`config.mk`:
```
export PLATFORM = sky130hd
export DESIGN_NAME = brk_unit
export DESIGN_NICKNAME = d
export VERILOG_FILES = /design/src/rtl/brk_pkg.sv /design/src/rtl/brk_match.sv /design/src/rtl/brk_ctrl.sv /design/src/rtl/brk_unit.sv
export SDC_FILE = /design/constraint.sdc
export NUM_CORES = 1
export LEC_CHECK = 0
export BUFFER_PORTS_ARGS = -buffer_cell sky130_fd_sc_hd__buf_4
export CAP_MARGIN = 20
export CORE_AREA = 2 2 151 153
export CTS_BUF_LIST = sky130_fd_sc_hd__clkbuf_4 sky130_fd_sc_hd__clkbuf_8 sky130_fd_sc_hd__clkbuf_16
export DETAILED_ROUTE_END_ITERATION = 7
export DIE_AREA = 0 0 153 155
export HOLD_SLACK_MARGIN = 0.15
export PLACE_DENSITY = 0.83
export SYNTH_ARGS = -nofsm -noshare
export SYNTH_HDL_FRONTEND = slang
export SYNTH_SLANG_ARGS = --single-unit
```
`constraint.sdc`:
```
create_clock -name clk -period 5 [get_ports clk]
set_input_delay 0.25 -clock clk [delete_from_list [all_inputs] [get_ports clk]]
set_output_delay 0.25 -clock clk [all_outputs]
set_load 0.05 [all_outputs]
```
`src/rtl/brk_pkg.sv`:
```
package brk_pkg;
  localparam int NUM_CH      = 2;
  localparam int DATA_CH     = 1;
  localparam int REGS_PER_CH = 4;
  localparam int FLAG_W      = 2 * NUM_CH;

  // per-channel register offsets
  localparam logic [3:0] OFS_ADDR = 4'd0;
  localparam logic [3:0] OFS_ASID = 4'd1;
  localparam logic [3:0] OFS_MASK = 4'd2;
  localparam logic [3:0] OFS_COND = 4'd3;
  // shared registers
  localparam logic [3:0] SEL_DATA  = 4'd8;
  localparam logic [3:0] SEL_DMASK = 4'd9;
  localparam logic [3:0] SEL_FLAGS = 4'd10;

  // condition word bits
  localparam int CB_CPU   = 0;
  localparam int CB_DMA   = 1;
  localparam int CB_FETCH = 2;
  localparam int CB_DATA  = 3;
  localparam int CB_READ  = 4;
  localparam int CB_WRITE = 5;
  localparam int CB_SZ_LO = 6;
  localparam int CB_SZ_HI = 7;
  localparam int CB_POST  = 8;
  localparam int COND_W   = 9;

  localparam logic [1:0] SZ_ANY  = 2'd0;
  localparam logic [1:0] SZ_WORD = 2'd2;
  localparam logic [1:0] SZ_LONG = 2'd3;

  typedef enum logic [1:0] {
    BRK_PRE  = 2'b00,
    BRK_POST = 2'b01,
    BRK_DATA = 2'b10,
    BRK_IO   = 2'b11
  } brk_type_e;

  // strobes from the comparator datapath to the control
  typedef struct packed {
    logic [NUM_CH-1:0] hitCpu;
    logic [NUM_CH-1:0] hitDma;
    logic [NUM_CH-1:0] postSel;
    logic              cycFetch;
    logic              cycIo;
  } brk_strobe_t;
endpackage

```
`src/rtl/brk_match.sv`:
```
module brk_match
  import brk_pkg::*;
#(
  parameter int ADDR_W = 32,
  parameter int ASID_W = 8,
  parameter int DATA_W = 32
) (
  input  logic              clk,
  input  logic              rstN,
  input  logic              regWe,
  input  logic [3:0]        regSel,
  input  logic [DATA_W-1:0] regWdata,
  input  logic              busValid,
  input  logic [ADDR_W-1:0] busAddr,
  input  logic [ASID_W-1:0] busAsid,
  input  logic [DATA_W-1:0] busData,
  input  logic              busDma,
  input  logic              busWrite,
  input  logic              busFetch,
  input  logic              busIo,
  input  logic [1:0]        busSize,
  output brk_strobe_t       strb
);
  logic [NUM_CH-1:0] hitCpuV;
  logic [NUM_CH-1:0] hitDmaV;
  logic [NUM_CH-1:0] postSelV;

  logic [DATA_W-1:0] dataQ;
  logic [DATA_W-1:0] dmaskQ;
  logic              dataCmpOk;

  always_ff @(posedge clk) begin
    if (!rstN) begin
      dataQ  <= '0;
      dmaskQ <= '0;
    end else if (regWe) begin
      if (regSel == SEL_DATA)  dataQ  <= regWdata;
      if (regSel == SEL_DMASK) dmaskQ <= regWdata;
    end
  end

  // data compare only counts on data accesses
  assign dataCmpOk = busFetch || (((busData ^ dataQ) & ~dmaskQ) == '0);

  for (genvar ch = 0; ch < NUM_CH; ch++) begin : g_ch
    localparam logic [3:0] Base = 4'(ch * REGS_PER_CH);

    logic [ADDR_W-1:0] addrQ;
    logic [ADDR_W-1:0] maskQ;
    logic [ASID_W-1:0] asidQ;
    logic [COND_W-1:0] condQ;
    logic groupsOn, masterOk, kindOk, dirOk, sizeOk, addrOk, asidOk, dataOk, hit;

    always_ff @(posedge clk) begin
      if (!rstN) begin
        addrQ <= '0;
        maskQ <= '0;
        asidQ <= '0;
        condQ <= '0;
      end else if (regWe) begin
        if (regSel == Base + OFS_ADDR) addrQ <= regWdata[ADDR_W-1:0];
        if (regSel == Base + OFS_ASID) asidQ <= regWdata[ASID_W-1:0];
        if (regSel == Base + OFS_MASK) maskQ <= regWdata[ADDR_W-1:0];
        if (regSel == Base + OFS_COND) condQ <= regWdata[COND_W-1:0];
      end
    end

    if (ch == DATA_CH) begin : g_data
      assign dataOk = dataCmpOk;
    end else begin : g_nodata
      assign dataOk = 1'b1;
    end

    assign groupsOn = (condQ[CB_DMA:CB_CPU] != 2'b00) &&
                      (condQ[CB_DATA:CB_FETCH] != 2'b00) &&
                      (condQ[CB_WRITE:CB_READ] != 2'b00);
    assign masterOk = busDma   ? condQ[CB_DMA]   : condQ[CB_CPU];
    assign kindOk   = busFetch ? condQ[CB_FETCH] : condQ[CB_DATA];
    assign dirOk    = busWrite ? condQ[CB_WRITE] : condQ[CB_READ];
    assign sizeOk   = (condQ[CB_SZ_HI:CB_SZ_LO] == SZ_ANY) ||
                      (condQ[CB_SZ_HI:CB_SZ_LO] == busSize);
    assign addrOk   = ((busAddr ^ addrQ) & ~maskQ) == '0;
    assign asidOk   = busAsid == asidQ;

    assign hit = busValid && groupsOn && masterOk && kindOk && dirOk &&
                 sizeOk && addrOk && asidOk && dataOk;

    assign hitCpuV[ch] = hit && !busDma;
    assign hitDmaV[ch] = hit && busDma;

    // post-execution only on exact cpu/fetch/read/word-or-long conditions
    assign postSelV[ch] = condQ[CB_POST] &&
                          (condQ[CB_DMA:CB_CPU] == 2'b01) &&
                          (condQ[CB_DATA:CB_FETCH] == 2'b01) &&
                          (condQ[CB_WRITE:CB_READ] == 2'b01) &&
                          ((condQ[CB_SZ_HI:CB_SZ_LO] == SZ_WORD) ||
                           (condQ[CB_SZ_HI:CB_SZ_LO] == SZ_LONG));
  end

  assign strb = '{hitCpu: hitCpuV, hitDma: hitDmaV, postSel: postSelV,
                  cycFetch: busFetch, cycIo: busIo};
endmodule

```
`src/rtl/brk_ctrl.sv`:
```
module brk_ctrl
  import brk_pkg::*;
#(
  parameter int ADDR_W = 32
) (
  input  logic              clk,
  input  logic              rstN,
  input  brk_strobe_t       strb,
  input  logic [ADDR_W-1:0] busAddr,
  input  logic              flagWe,
  input  logic [FLAG_W-1:0] flagWdata,
  input  logic              exeValid,
  input  logic [ADDR_W-1:0] exeAddr,
  input  logic              exeDelaySlot,
  input  logic              exeSleep,
  input  logic              exeFlush,
  output logic              brkReq,
  output logic [1:0]        brkType,
  output logic [FLAG_W-1:0] matchFlags
);
  logic [FLAG_W-1:0] flagQ;
  logic [FLAG_W-1:0] flagSet;
  logic [NUM_CH-1:0] anyHit;
  logic [NUM_CH-1:0] preFire;
  logic [NUM_CH-1:0] armPost;
  logic              exeAccept;
  logic              postArmQ;
  logic              postFire;
  logic              dataFire;
  logic              ioFire;
  logic              reqQ;
  brk_type_e         typeQ;

  assign exeAccept = exeValid && !exeDelaySlot;

  for (genvar ch = 0; ch < NUM_CH; ch++) begin : g_ch
    logic              pendV;
    logic [ADDR_W-1:0] pendAddr;
    logic              pendPost;
    logic              fetchHit;
    logic              exeHit;

    assign anyHit[ch]        = strb.hitCpu[ch] || strb.hitDma[ch];
    assign flagSet[2*ch]     = strb.hitCpu[ch];
    assign flagSet[2*ch + 1] = strb.hitDma[ch];
    assign fetchHit          = anyHit[ch] && strb.cycFetch;
    assign exeHit            = exeValid && pendV && (exeAddr == pendAddr);
    assign preFire[ch]       = exeHit && !pendPost && !exeDelaySlot;
    assign armPost[ch]       = exeHit && pendPost && !exeSleep;

    always_ff @(posedge clk) begin
      if (!rstN) begin
        pendV    <= 1'b0;
        pendAddr <= '0;
        pendPost <= 1'b0;
      end else if (fetchHit) begin
        pendV    <= 1'b1;
        pendAddr <= busAddr;
        pendPost <= strb.postSel[ch];
      end else if (exeFlush || exeHit) begin
        pendV    <= 1'b0;
      end
    end
  end

  assign postFire = postArmQ && exeAccept;
  assign dataFire = (|anyHit) && !strb.cycFetch && !strb.cycIo;
  assign ioFire   = (|anyHit) && !strb.cycFetch && strb.cycIo;

  always_ff @(posedge clk) begin
    if (!rstN) begin
      flagQ    <= '0;
      postArmQ <= 1'b0;
      reqQ     <= 1'b0;
      typeQ    <= BRK_PRE;
    end else begin
      flagQ    <= (flagQ & (flagWe ? flagWdata : '1)) | flagSet;
      postArmQ <= (|armPost) || (postArmQ && !postFire);
      reqQ     <= (|preFire) || dataFire || ioFire || postFire;
      if (|preFire)      typeQ <= BRK_PRE;
      else if (dataFire) typeQ <= BRK_DATA;
      else if (ioFire)   typeQ <= BRK_IO;
      else if (postFire) typeQ <= BRK_POST;
    end
  end

  assign brkReq     = reqQ;
  assign brkType    = typeQ;
  assign matchFlags = flagQ;

  // a set flag survives anything but a zero written to its bit
  for (genvar i = 0; i < FLAG_W; i++) begin : g_flag_chk
    assert_flag_sticky_R8: assert property (@(posedge clk) disable iff (!rstN)
      (flagQ[i] && !(flagWe && !flagWdata[i])) |=> flagQ[i]);
  end

  // a data-type request follows a data-access match
  assert_data_follows_hit_R7: assert property (@(posedge clk) disable iff (!rstN)
    (brkReq && typeQ == BRK_DATA) |-> $past((|(strb.hitCpu | strb.hitDma)) && !strb.cycFetch));

  // a pre-execution request follows an executing non-delay-slot instruction
  assert_pre_on_exec_R9: assert property (@(posedge clk) disable iff (!rstN)
    (brkReq && typeQ == BRK_PRE) |-> $past(exeValid && !exeDelaySlot));

  // a post-execution request follows an instruction able to accept it
  assert_post_on_accept_R10: assert property (@(posedge clk) disable iff (!rstN)
    (brkReq && typeQ == BRK_POST) |-> $past(exeValid && !exeDelaySlot));

  // a sleep instruction never arms a post-execution break
  assert_no_post_on_sleep_R12: assert property (@(posedge clk) disable iff (!rstN)
    (exeValid && exeSleep && !postArmQ) |=> !postArmQ);
endmodule

```
`src/rtl/brk_unit.sv`:
```
module brk_unit
  import brk_pkg::*;
#(
  parameter int ADDR_W = 32,
  parameter int ASID_W = 8,
  parameter int DATA_W = 32
) (
  input  logic              clk,
  input  logic              rstN,
  input  logic              regWe,
  input  logic [3:0]        regSel,
  input  logic [DATA_W-1:0] regWdata,
  input  logic              busValid,
  input  logic [ADDR_W-1:0] busAddr,
  input  logic [ASID_W-1:0] busAsid,
  input  logic [DATA_W-1:0] busData,
  input  logic              busDma,
  input  logic              busWrite,
  input  logic              busFetch,
  input  logic              busIo,
  input  logic [1:0]        busSize,
  input  logic              exeValid,
  input  logic [ADDR_W-1:0] exeAddr,
  input  logic              exeDelaySlot,
  input  logic              exeSleep,
  input  logic              exeFlush,
  output logic              brkReq,
  output logic [1:0]        brkType,
  output logic [3:0]        matchFlags
);
  brk_strobe_t strb;
  logic        flagWe;

  assign flagWe = regWe && (regSel == SEL_FLAGS);

  brk_match #(.ADDR_W(ADDR_W), .ASID_W(ASID_W), .DATA_W(DATA_W)) u_match (
    .clk(clk), .rstN(rstN), .regWe(regWe), .regSel(regSel), .regWdata(regWdata),
    .busValid(busValid), .busAddr(busAddr), .busAsid(busAsid), .busData(busData),
    .busDma(busDma), .busWrite(busWrite), .busFetch(busFetch), .busIo(busIo),
    .busSize(busSize), .strb(strb)
  );

  brk_ctrl #(.ADDR_W(ADDR_W)) u_ctrl (
    .clk(clk), .rstN(rstN), .strb(strb), .busAddr(busAddr),
    .flagWe(flagWe), .flagWdata(regWdata[FLAG_W-1:0]),
    .exeValid(exeValid), .exeAddr(exeAddr), .exeDelaySlot(exeDelaySlot),
    .exeSleep(exeSleep), .exeFlush(exeFlush),
    .brkReq(brkReq), .brkType(brkType), .matchFlags(matchFlags)
  );
endmodule

```
==> results.cfg <==
[setup_path]
reg2reg_to = u_ctrl.g_ch[1].pendAddr[27]
arrival_ns = 3.37
cp.depth = 10
crit_path_frequent_cell = buf_4
critical_path_class = in2reg
cp.required_ns = 5.40
worstPathCellList = dlygate4sd3_1 > buf_4 > xnor2_1 > o22ai_1 > nor4_1 > nand2_1 > nor4b_4 > buf_4 > mux2i_1 > nor2_1
reg2reg_depth = 8
critPathSlowestCell = nor4_1
worstSetupStartpoint = busAddr[13]
r2r_slack_ns = 2.10
slowest_delay_ns = 0.66
cp-end-kind = flop
path_delay_family = buffers and inverters
cp-start-kind = input port
cp-endpoint = u_ctrl.g_ch[1].pendAddr[27]
r2r-start = u_match.g_ch[1].addrQ[13]
crit_fanout = 34
crit_buf_inv = 3

[synthesis]
synth_top_area_cell = dfxtp_1
synth-seq-cells = 302
ys_seq_area_share_pct = 46.38
synth_nets = 1693
synth.cell_area_um2 = 13040
ys_types = 50
yosysWarnings = 0
synth_area_leaders = dfxtp_1, nand2_1, mux2i_1, a21oi_1, xnor2_1
async_flop_share_pct = 0
syn-instance-count = 1539
ys.flop_type = dfxtp_1
synth_area_per_cell_um2 = 8.471
synth-edff-count = 0
synth_top_cell_area_share_pct = 46.38

[placement]
portBuffers = 160
routabilityCongestion = 0.9043
dp_cells = 1904
dpl.hpwl_um = 25650

[final_layout]
drive_gt1_share_pct = 14.20
nets = 1877
nFillCells = 1521
final_cells = 2032
syn_to_final_growth_pct = 24.16
final_util_pct = 72.82
diodes = 0

[sta]
max_freq_mhz = 337.1
slew_headroom_pct = 31.55
fin_crit_sh_pct = 59.33
hold_ws_ns = 0.2169
tns_ns = 0
setup_violations = 0
rsz0062_at_grt = false
drv_slew = 0
max_slew.worst_pin.slew_ns = 1.023
period_needed_ns = 2.966
skew_ns = 0.02079
hold_viol_final = 0

[cts]
clockBufferDepth = 3
cts_buffers = 30
cts.reportedPaths.clkPinSlew_ns = 0.06
clock-sinks = 302
cts_root_buf = clkbuf_16
ctsResizeCount = 0
insertion_delay_ns = 0.56
cts-htree-levels = 1
cts_setup_buffers = 0
cts_tree = done
ctsHoldBuffers = 70

[floorplanning]
initial_core_util_pct = 58.65
core_um2 = 22230
fp.dieW_um = 153
fp.dieH_um = 155
io_pins = 161
rows = 55
dieArea_um2 = 23720

[job]
drv_cap = 0

[power]
powerDensity_nw_per_um2 = 335.4
p_total_mw = 5.429
p_leak_nw = 5.772
ir_worst_vdd_mv = 0.2557

[detailed_routing]
vias = 11930
initialDrtViolationCount = 1066
drcViolationCount = 0
top_layer_used = met4
first_pass_iters = 5
wl_met1_um = 15330
ant_nets = 0
wl_met2_um = 19160
via_per_inst = 5.873
wl_um = 39800
wire_per_inst_um = 19.59
routed-wl-met3_um = 3508

[global_route]
grt_pass1_wl_um = 61240
grt_max_degree = 163
grt_usage_pct = 32.45
antenna_found_initial = 0
grt.overflow.total = 0
grt_pass1_vias = 11710

[worst_hold_path]
min_path_type = in2reg

[outcome]
status = finished clean
-- worst min path at each step --
stage / startpoint / to / slack [ns] / cells after the start
3_5_place_dp: u_match.dmaskQ[5] / u_match.dmaskQ[5] / 0.45 / 2
5_1_grt: busFetch / u_ctrl.brkType[1] / 0.23 / 4
4_1_cts: busFetch / u_ctrl.brkType[1] / 0.22 / 4
6_report: busIo / u_ctrl.brkType[0] / 0.22 / 4
2_1_floorplan: regWdata[10] / u_match.dmaskQ[10] / 0.39 / 2
3_3_place_gp: u_match.dmaskQ[11] / u_match.dmaskQ[11] / 0.44 / 2
-- synth_stat cells, types with 2 or more instances --
library cell and instances:
nand2_1 398, dfxtp_1 302, a21oi_1 200, nor2_1 112, xnor2_1 112, mux2i_1 102, clkbuf_1 81, xor2_1 64
o22ai_1 49, nor4_1 24, nand4_1 10, o21ai_0 9, inv_1 7, nand3_1 7, nor3_1 5, buf_6 4
nor2b_1 4, or3_1 4, buf_12 3, nand3b_1 3, and2_1 2, buf_2 2, dlygate4sd1_1 2, mux2_1 2
mux2_2 2, nand2b_1 2, nand4b_1 2, nor3b_1 2, or4bb_1 2
-- routing by layer --
| metal | vias to the layer above | GRT usage, % |
|---|---|---|
| met1 | 5631 | 40.84 |
| met2 | 696 | 55.95 |
| met5 | - | 0 |
| met3 | 113 | 4.262 |
| li1 | 5494 | - |
| met4 | 0 | 14.64 |
-- placed cells by master, fill, tap and decap left out, types with 6 or more instances in the layout --
| cell type | n |
|---|---|
| clkbuf_16 | 31 |
| buf_4 | 172 |
| bufinv_16 | 6 |
| clkbuf_8 | 7 |
| nand4_1 | 10 |
| dfxtp_1 | 302 |
| nor4_1 | 24 |
| clkinvlp_4 | 6 |
| inv_1 | 7 |
| o22ai_1 | 49 |
| nor2_1 | 111 |
| mux2i_1 | 102 |
| nand2_1 | 398 |
| dlygate4sd3_1 | 70 |
| nand3_1 | 7 |
| o21ai_0 | 9 |
| xnor2_1 | 112 |
| a21oi_1 | 200 |
| xor2_1 | 64 |
-- area by class of cell --
| class | instances | area, µm² | area share (%) |
|---|---|---|---|
| repair buffers | 245 | 2067 | 12.77 |
| multi-input cells | 1136 | 6543 | 40.42 |
| inverters | 8 | 37.54 | 0.2319 |
| flip-flops and latches | 302 | 6046 | 37.35 |
| clock buffers | 39 | 879.6 | 5.434 |
| well taps | 285 | 356.6 | 2.203 |
| clock inverters | 17 | 256.5 | 1.585 |
-- power breakdown --
group          leakage (nW)  internal, mW  switching [mW]
registers              2.44          2.43          0.0149
logic                  2.79         0.204           0.253
clock network         0.544          1.55           0.976
-- registers in the layout (all words and copies together) (netlist names), 4 cells and up --
signal                cells
u_ctrl.g_ch.pendAddr     64
u_match.g_ch.condQ       18
u_match.dmaskQ           32
u_match.g_ch.maskQ       64
u_ctrl.matchFlags         4
u_match.g_ch.addrQ       64
u_match.g_ch.asidQ       16
u_match.dataQ            32
-- cell families after synthesis --
kind of cell              count (synthesis)  share of synthesized area (%)
xor gates and xnor gates                176                          11.82
AOI/OAI and AO/OA                       267                          11.09
DFF                                     302                          46.38
and+or+nand+nor                         587                          18.90
buffers and inverters                   101                          3.638
muxes                                   106                          8.177
-- worst register-to-register path, cell delays in order (launching register included) --
cell     delay (ns)
dfxtp_1        0.32
xnor2_1        0.25
o22ai_1        0.14
nor4_1         0.66
nand2_1        0.22
nor4b_4        0.24
buf_4          0.54
mux2i_1        0.32
nor2_1         0.06
-- metrics by stage --
stage               worst slack, ns  area, µm²
floorplan                     2.903      13040
global placement              2.247      14290
detailed placement            2.190      14290
CTS                           2.063      16130
global route                  1.956      16190
finish                        2.034      16190
(Power assumes the default switching activity.)
